==> src/rtl/wdt_pkg.sv <==
package wdt_pkg;

    localparam logic [5:0] OFF_PRE1  = 6'h00;
    localparam logic [5:0] OFF_PRE2  = 6'h04;
    localparam logic [5:0] OFF_KEY   = 6'h0C;
    localparam logic [5:0] OFF_CTRL  = 6'h0D;
    localparam logic [5:0] OFF_CFG   = 6'h10;
    localparam logic [5:0] OFF_COUNT = 6'h14;
    localparam logic [5:0] OFF_LOCK  = 6'h18;

    localparam logic [7:0] KEY_FIRST  = 8'h80;
    localparam logic [7:0] KEY_SECOND = 8'h86;

    typedef enum logic [1:0] {KEY_IDLE, KEY_HALF, KEY_ARMED} key_state_e;

    // configuration bits 5..2
    typedef struct packed {
        logic pin_en;
        logic rst_en;
        logic cold;
        logic short_rng;
    } cfg_t;

    // lock register bits 2..0
    typedef struct packed {
        logic tcfg;
        logic run;
        logic lock;
    } lockreg_t;

    function automatic key_state_e key_next(key_state_e cur, logic [7:0] d);
        if (d == KEY_FIRST)
            return KEY_HALF;
        else if (cur == KEY_HALF && d == KEY_SECOND)
            return KEY_ARMED;
        else
            return KEY_IDLE;
    endfunction

    function automatic logic is_guarded(logic [5:0] a);
        return (a == OFF_PRE1) || (a == OFF_PRE2) || (a == OFF_CTRL);
    endfunction

endpackage

==> src/rtl/wdt_keyseq.sv <==
module wdt_keyseq
    import wdt_pkg::*;
(
    input  logic       clk,
    input  logic       rst,
    input  logic       wr_en,
    input  logic [5:0] addr,
    input  logic [7:0] wr_byte,
    output logic       armed
);
    key_state_e state;

    always_ff @(posedge clk) begin
        if (rst)
            state <= KEY_IDLE;
        else if (wr_en) begin
            if (addr == OFF_KEY)
                state <= key_next(state, wr_byte);
            else if (is_guarded(addr))
                state <= KEY_IDLE;
        end
    end

    assign armed = (state == KEY_ARMED);
endmodule

==> src/rtl/wdt_prescaler.sv <==
module wdt_prescaler #(
    parameter int LONG_LOG2  = 15,
    parameter int SHORT_LOG2 = 3
) (
    input  logic clk,
    input  logic rst,
    input  logic run,
    input  logic short_rng,
    output logic tick
);
    logic [LONG_LOG2-1:0] div;

    always_ff @(posedge clk) begin
        if (rst || !run)
            div <= '0;
        else
            div <= div + 1'b1;
    end

    assign tick = run && (short_rng ? (&div[SHORT_LOG2-1:0]) : (&div));
endmodule

==> src/rtl/wdt_counter.sv <==
module wdt_counter #(
    parameter int CNT_W = 32
) (
    input  logic             clk,
    input  logic             rst,
    input  logic             tick,
    input  logic             reload,
    input  logic [CNT_W-1:0] pre1,
    input  logic [CNT_W-1:0] pre2,
    output logic [CNT_W-1:0] count,
    output logic             stage2,
    output logic             expire
);
    assign expire = tick && stage2 && (count == '0);

    always_ff @(posedge clk) begin
        if (rst) begin
            count  <= '0;
            stage2 <= 1'b0;
        end else if (reload || expire) begin
            if (pre1 != '0) begin
                count  <= pre1;
                stage2 <= 1'b0;
            end else begin
                count  <= pre2;
                stage2 <= 1'b1;
            end
        end else if (tick) begin
            if (count != '0)
                count <= count - 1'b1;
            else begin
                count  <= pre2;
                stage2 <= 1'b1;
            end
        end
    end
endmodule

==> src/rtl/wdt_lockable.sv <==
module wdt_lockable
    import wdt_pkg::*;
#(
    parameter int CNT_W          = 32,
    parameter int DIV_LONG_LOG2  = 15,
    parameter int DIV_SHORT_LOG2 = 3,
    parameter int PULSE_LEN      = 16
) (
    input  logic        clk,
    input  logic        por,
    input  logic        rst,
    input  logic        wr_en,
    input  logic [5:0]  addr,
    input  logic [31:0] wr_data,
    output logic [31:0] rd_data,
    output logic        wdt_rst,
    output logic        wdt_pin,
    output logic        rst_cold
);
    localparam int PW = $clog2(PULSE_LEN + 1);

    logic             any_rst;
    logic             key_armed;
    logic [CNT_W-1:0] pre1_q, pre2_q, count;
    logic             stage2, expire, tick;
    cfg_t             cfg_q;
    lockreg_t         lk_q;
    logic             lock_q;
    logic             flag_q;
    logic [PW-1:0]    pcnt;
    logic             ctrl_wr, reload;

    assign any_rst = por || rst;
    assign lock_q  = lk_q.lock;
    assign ctrl_wr = wr_en && (addr == OFF_CTRL) && key_armed;
    assign reload  = ctrl_wr && wr_data[0];

    wdt_keyseq u_key (
        .clk(clk), .rst(any_rst), .wr_en(wr_en), .addr(addr),
        .wr_byte(wr_data[7:0]), .armed(key_armed)
    );

    wdt_prescaler #(.LONG_LOG2(DIV_LONG_LOG2), .SHORT_LOG2(DIV_SHORT_LOG2)) u_psc (
        .clk(clk), .rst(any_rst), .run(lk_q.run),
        .short_rng(cfg_q.short_rng), .tick(tick)
    );

    wdt_counter #(.CNT_W(CNT_W)) u_cnt (
        .clk(clk), .rst(any_rst), .tick(tick), .reload(reload),
        .pre1(pre1_q), .pre2(pre2_q), .count(count),
        .stage2(stage2), .expire(expire)
    );

    // guarded preloads, cleared by either reset
    always_ff @(posedge clk) begin
        if (any_rst) begin
            pre1_q <= '0;
            pre2_q <= '0;
        end else if (wr_en && key_armed) begin
            if (addr == OFF_PRE1) pre1_q <= wr_data[CNT_W-1:0];
            if (addr == OFF_PRE2) pre2_q <= wr_data[CNT_W-1:0];
        end
    end

    // sticky state, power-on reset only
    always_ff @(posedge clk) begin
        if (por) begin
            cfg_q  <= '0;
            lk_q   <= '0;
            flag_q <= 1'b0;
            pcnt   <= '0;
        end else begin
            if (wr_en && addr == OFF_CFG && !lk_q.lock)
                cfg_q <= cfg_t'(wr_data[5:2]);

            if (wr_en && addr == OFF_LOCK && !lk_q.lock)
                lk_q <= lockreg_t'(wr_data[2:0]);
            else if (expire && !lk_q.lock)
                lk_q.run <= 1'b0;

            if (expire && cfg_q.rst_en)
                flag_q <= 1'b1;
            else if (ctrl_wr && wr_data[1])
                flag_q <= 1'b0;

            if (expire)
                pcnt <= PW'(PULSE_LEN);
            else if (pcnt != '0)
                pcnt <= pcnt - 1'b1;
        end
    end

    assign wdt_rst  = (pcnt != '0) && cfg_q.rst_en;
    assign wdt_pin  = (pcnt != '0) && cfg_q.pin_en;
    assign rst_cold = cfg_q.cold;

    always_comb begin
        case (addr)
            OFF_PRE1:  rd_data = 32'(pre1_q);
            OFF_PRE2:  rd_data = 32'(pre2_q);
            OFF_CTRL:  rd_data = {30'b0, flag_q, 1'b0};
            OFF_CFG:   rd_data = {26'b0, cfg_q, 2'b0};
            OFF_COUNT: rd_data = 32'(count);
            OFF_LOCK:  rd_data = {29'b0, lk_q};
            default:   rd_data = 32'b0;
        endcase
    end
endmodule

==> config.mk <==
export PLATFORM = sky130hd
export DESIGN_NAME = wdt_lockable
export DESIGN_NICKNAME = d
export VERILOG_FILES = /design/src/rtl/wdt_pkg.sv /design/src/rtl/wdt_keyseq.sv /design/src/rtl/wdt_prescaler.sv /design/src/rtl/wdt_counter.sv /design/src/rtl/wdt_lockable.sv
export SDC_FILE = /design/constraint.sdc
export NUM_CORES = 1
export LEC_CHECK = 0
export BUFFER_PORTS_ARGS = -buffer_cell sky130_fd_sc_hd__buf_2
export CORE_UTILIZATION = 32
export DETAILED_ROUTE_END_ITERATION = 12
export PLACE_DENSITY = 0.53
export SLEW_MARGIN = 20
export SYNTH_ARGS = -nofsm -noshare
export SYNTH_HDL_FRONTEND = slang
export SYNTH_SLANG_ARGS = --single-unit
==> constraint.sdc <==
create_clock -name clk -period 6.15 [get_ports clk]
set_input_delay 1.23 -clock clk [delete_from_list [all_inputs] [get_ports clk]]
set_output_delay 1.23 -clock clk [all_outputs]
set_load 0.1 [all_outputs]
# Yosys cells after proc, flatten, opt, wreduce, memory -nomap -nowiden
# Cells that the tools add are included.
# op_classes
add_sub_neg,3
n_eq_ne,11
mux,20
n_reduce_logical,41
# ops
op,count
$pmux 32 s6,1
$mux 32,4
$reduce_bool 32->1,2
$logic_not 32->1,1
$sub 32x1->32 const B,1
$eq 6x5->1 const B,3
$logic_and 1x1->1,17
$eq 8x8->1 const B,2
$add 15x1->15 const B,1
$reduce_and 15->1,1
$eq 6x4->1 const B,2
$mux 5,2
$reduce_bool 2->1,5
$mux 1,9
$mux 2,4
$reduce_and 2->1,4
$eq 6x3->1 const B,1
$logic_not 6->1,1
$logic_or 1x1->1,5
$reduce_bool 5->1,1
$sub 5x1->5 const B,1
$reduce_and 3->1,1
$eq 2x1->1 const B,1
$eq 2x2->1 const B,1
other kinds (3),4
# word_totals
ff_bits,127
in_bits,42
elab_cells,91

# Longest topological paths before layout
# depth
ltp_word,8
mapped_depth,9
mapped_depth_nobuf,8

# Modules after synthesis
# From an unflattened synthesis, not the netlist that was laid out.
# hier_totals
hier_cells,910
hier_area_um2,7133.1
# modules_own_cells
mod,instances,cells_each,area_per_inst_um2,seq_area_each_um2
wdt_lockable,1,441,3462.1,1541.5
wdt_counter,1,374,2785.2,660.6
wdt_prescaler,1,78,714.4,300.3
wdt_keyseq,1,17,171.4,40.0

# Worst setup path after synthesis
# Ideal clock, no wire load.
# synth_timing
path_type,input -> output
start,input addr[1]
end,output rd_data[3]
t_arrival_ns,3.557
path_slack_ns,1.363
path_stages,3
path_cell_list,or3b_2 > or3_1 > o22ai_1
# synth_via
elab_chain_len,2
# synth_lines
item,line,source
"start, declared",wdt_lockable.sv:13,"input logic [5:0] addr,"
$eq 6x5->1 (tied with other cells),wdt_lockable.sv:98,case (addr)
$pmux 32 s6 *,wdt_lockable.sv:98,
"end, declared",wdt_lockable.sv:15,"output logic [31:0] rd_data,"
# Mark *: on every way between the ends. The rest lies on a longest branch, timed or not.

# Final worst setup path
# layout_timing
start,input addr[1]
end,output rd_data[28]
# The elaborated chain is that of the path after synthesis.

==> impl_metrics.py <==
metrics = {
    "power": {
        "ir_drop_mv": 0.172,
        "total_power_mw": 2.02,
        "power_density_mw_per_mm2": 248,
        "p_leak_nw": 3.14,
    },
    "global_route": {
        "grt_overflow": 0,
        "grt_max_degree": 71,
        "antenna_found_initial": 0,
        "grtUsageTotal": 0.215,
        "grt_pass1_vias": 6414,
        "grt_pass1_wl_microns": 36800,
    },
    "routing": {
        "post-route-drc-count": 0,
        "viasPerCell": 5.54,
        "vias": 6809,
        "drt-pass1-iter-count": 5,
        "totalWireLength_microns": 23100,
        "drtIter0Drc": 531,
        "drtAntennaViolNets": 0,
        "wl_per_cell_microns": 18.8,
    },
    "sta": {
        "timing.final.crit_share": 0.762,
        "period_needed_ns": 4.68,
        "fin_skew_ns": 0.0107,
        "max_freq_ghz": 0.213,
        "finalHoldViolCount": 0,
        "grt_setup_unrepaired": "no",
        "setup_viol": 0,
        "drv_slew": 0,
        "tightest_slew_ns": 0.974,
        "tns_ns": 0,
        "worst_hold_slack_ns": 0.443,
        "relSlewSlack": 0.350,
    },
    "die": {
        "core_area_sq_mm": 0.0211,
        "die_y_microns": 149,
        "num_rows": 53,
        "start_util": 0.327,
        "die-width_microns": 149,
        "dieArea_sq_mm": 0.0221,
        "io_pins": 77,
    },
    "synthesis": {
        "synth_top_area_cell": "dfxtp_1",
        "synth_area_leaders": "dfxtp_1, nand2_1, a21oi_1, a22o_1, o21ai_0",
        "synthArstFlopShare": 0,
        "yosysUniqueCellTypes": 58,
        "syn_inst": 890,
        "ys_seq_elements": 127,
        "synthFlopType": "dfxtp_1",
        "yosysWarnings": 0,
        "ys_seq_area_frac": 0.369,
        "syn_area_per_cell_sq_um": 7.75,
        "syn_nets": 938,
        "syn_area_sq_mm": 0.00690,
        "yosysTopAreaCellShare": 0.369,
        "synth-edff-count": 0,
    },
    "outcome": {
        "status": "finished, final reports clean",
    },
    "final_layout": {
        "drive_above_1_share": 0.157,
        "nets": 988,
        "design_area_sq_mm": 0.00813,
        "diodes": 0,
        "syn_to_final_growth_pct": 17.9,
        "final_cell_mix": "nand2_1, dfxtp_1, a21oi_1",
        "layout_commonest_cell": "nand2_1",
    },
    "clocking": {
        "tritoncts": "done",
        "cts_resized": 0,
        "clkSinkCount": 127,
        "cts_setup_buffers": 0,
        "hold_buffers": 0,
        "clock_latency_ns": 0.43,
        "cts_max_level": 4,
        "path_clk_slew_ns": 0.06,
        "cts-buffers-inserted": 17,
        "root_buffer": "clkbuf_16",
        "clk_path_buf_depth": 2,
    },
    "run": {
        "maxCapViolations": 0,
    },
    "hold_path": {
        "hold_class": "reg -> reg",
    },
    "critical_path": {
        "cp_max_fo": 26,
        "cp.arrival_ns": 3.45,
        "slowest_delay_ns": 0.50,
        "crit_required_ns": 4.92,
        "worstPathCellList": "buf_2 -> nor3_1 -> nand2_1 -> nor2_2 -> buf_4 -> a22o_1 -> buf_2",
        "r2r_slack_ns": 2.93,
        "cp-start-kind": "input port",
        "crit_top_cell": "buf_2",
        "critPathKind": "in -> out",
        "worstSetupEndpointType": "output port",
        "crit_slowest_cell": "nor3_1",
    },
    "placed_design": {
        "gp_congestion": 0.853,
        "place_area_sq_mm": 0.00754,
        "io_buffers": 76,
        "dp_hpwl_microns": 15400,
    },
}
worst max-delay path, delay by kind of cell:
kind	cells	cell delay, ns
buffers and inverters	3	0.90
and+or+nand+nor	3	1.06
AOI/OAI and AO/OA	1	0.25
synth_stat cells (9+ instances only):
cell / count
o21ai_0: 48
clkbuf_1: 58
nor3_1: 17
or3_1: 9
nor4_1: 18
a221oi_1: 13
or4_1: 12
mux2i_1: 15
nand4_1: 10
dfxtp_1: 127
nor2_1: 54
a22o_1: 50
a22oi_1: 14
nand2_1: 170
xor2_1: 17
and3_1: 10
a21oi_1: 102
nand3_1: 23
o31ai_1: 9
xnor2_1: 15
cells by family (layout without fill, tap and decap cells):
kind of cell	Yosys count	in the layout	synth area share
xor+xnor	32	32	0.0406
buf+inv	71	134	0.0399
mux	15	15	0.0218
simple gates	357	357	0.250
flops	127	127	0.369
compound gates	282	282	0.268
fa+ha+maj	6	6	0.0109
worst paths after layout:
path / from / to / depth (start not counted)
hold reg to reg: u_psc.div[0] / u_psc.div[0] / 1
setup / recovery: addr[1] / rd_data[28] / 7
setup reg to reg: u_psc.div[0] / u_cnt.count[20] / 8
hold / removal: u_psc.div[0] / u_psc.div[0] / 1
layout make-up:
cell class	instances	area, sq um
clock inverters	13	138
flip-flops and latches	127	2540
fillers	2251	13000
well taps	275	344
multi-input cells	692	4110
repair buffers	94	518
clock buffers	19	453
inverters	8	30.0
state kept, by name, indices dropped and copies added (netlist names), 2 cells and up:
name	count
pcnt	5
pre2_q	32
u_psc.div	15
lk_q	2
pre1_q	32
u_key.state	2
cfg_q	3
u_cnt.count	32
through the flow:
stage	setup slack [ns]	std cells	util
finish	1.47	1228	0.386
global placement	1.53	1196	0.357
global route	1.37	1228	0.386
CTS	1.51	1228	0.385
detailed placement	1.51	1196	0.357
floorplan	1.36	890	-
report_power, final:
group	switching [mW]	internal, mW
clock network	0.398	0.617
registers	0.0129	0.839
logic	0.0881	0.0639
total	0.499	1.52
routing by layer:
| layer | part of all wire | wire (microns) | vias up | global-route usage |
|---|---|---|---|---|
| met3 | 0.043 | 985 | 18 | 0.0361 |
| li1 | - | - | 3361 | - |
| met5 | 0 | 0 | - | 0 |
| met2 | 0.47 | 10800 | 164 | 0.352 |
| met1 | 0.48 | 11000 | 3266 | 0.287 |
| met4 | 0.015 | 340 | 0 | 0.0663 |
Note: power is estimated with default switching activity, not from simulation.
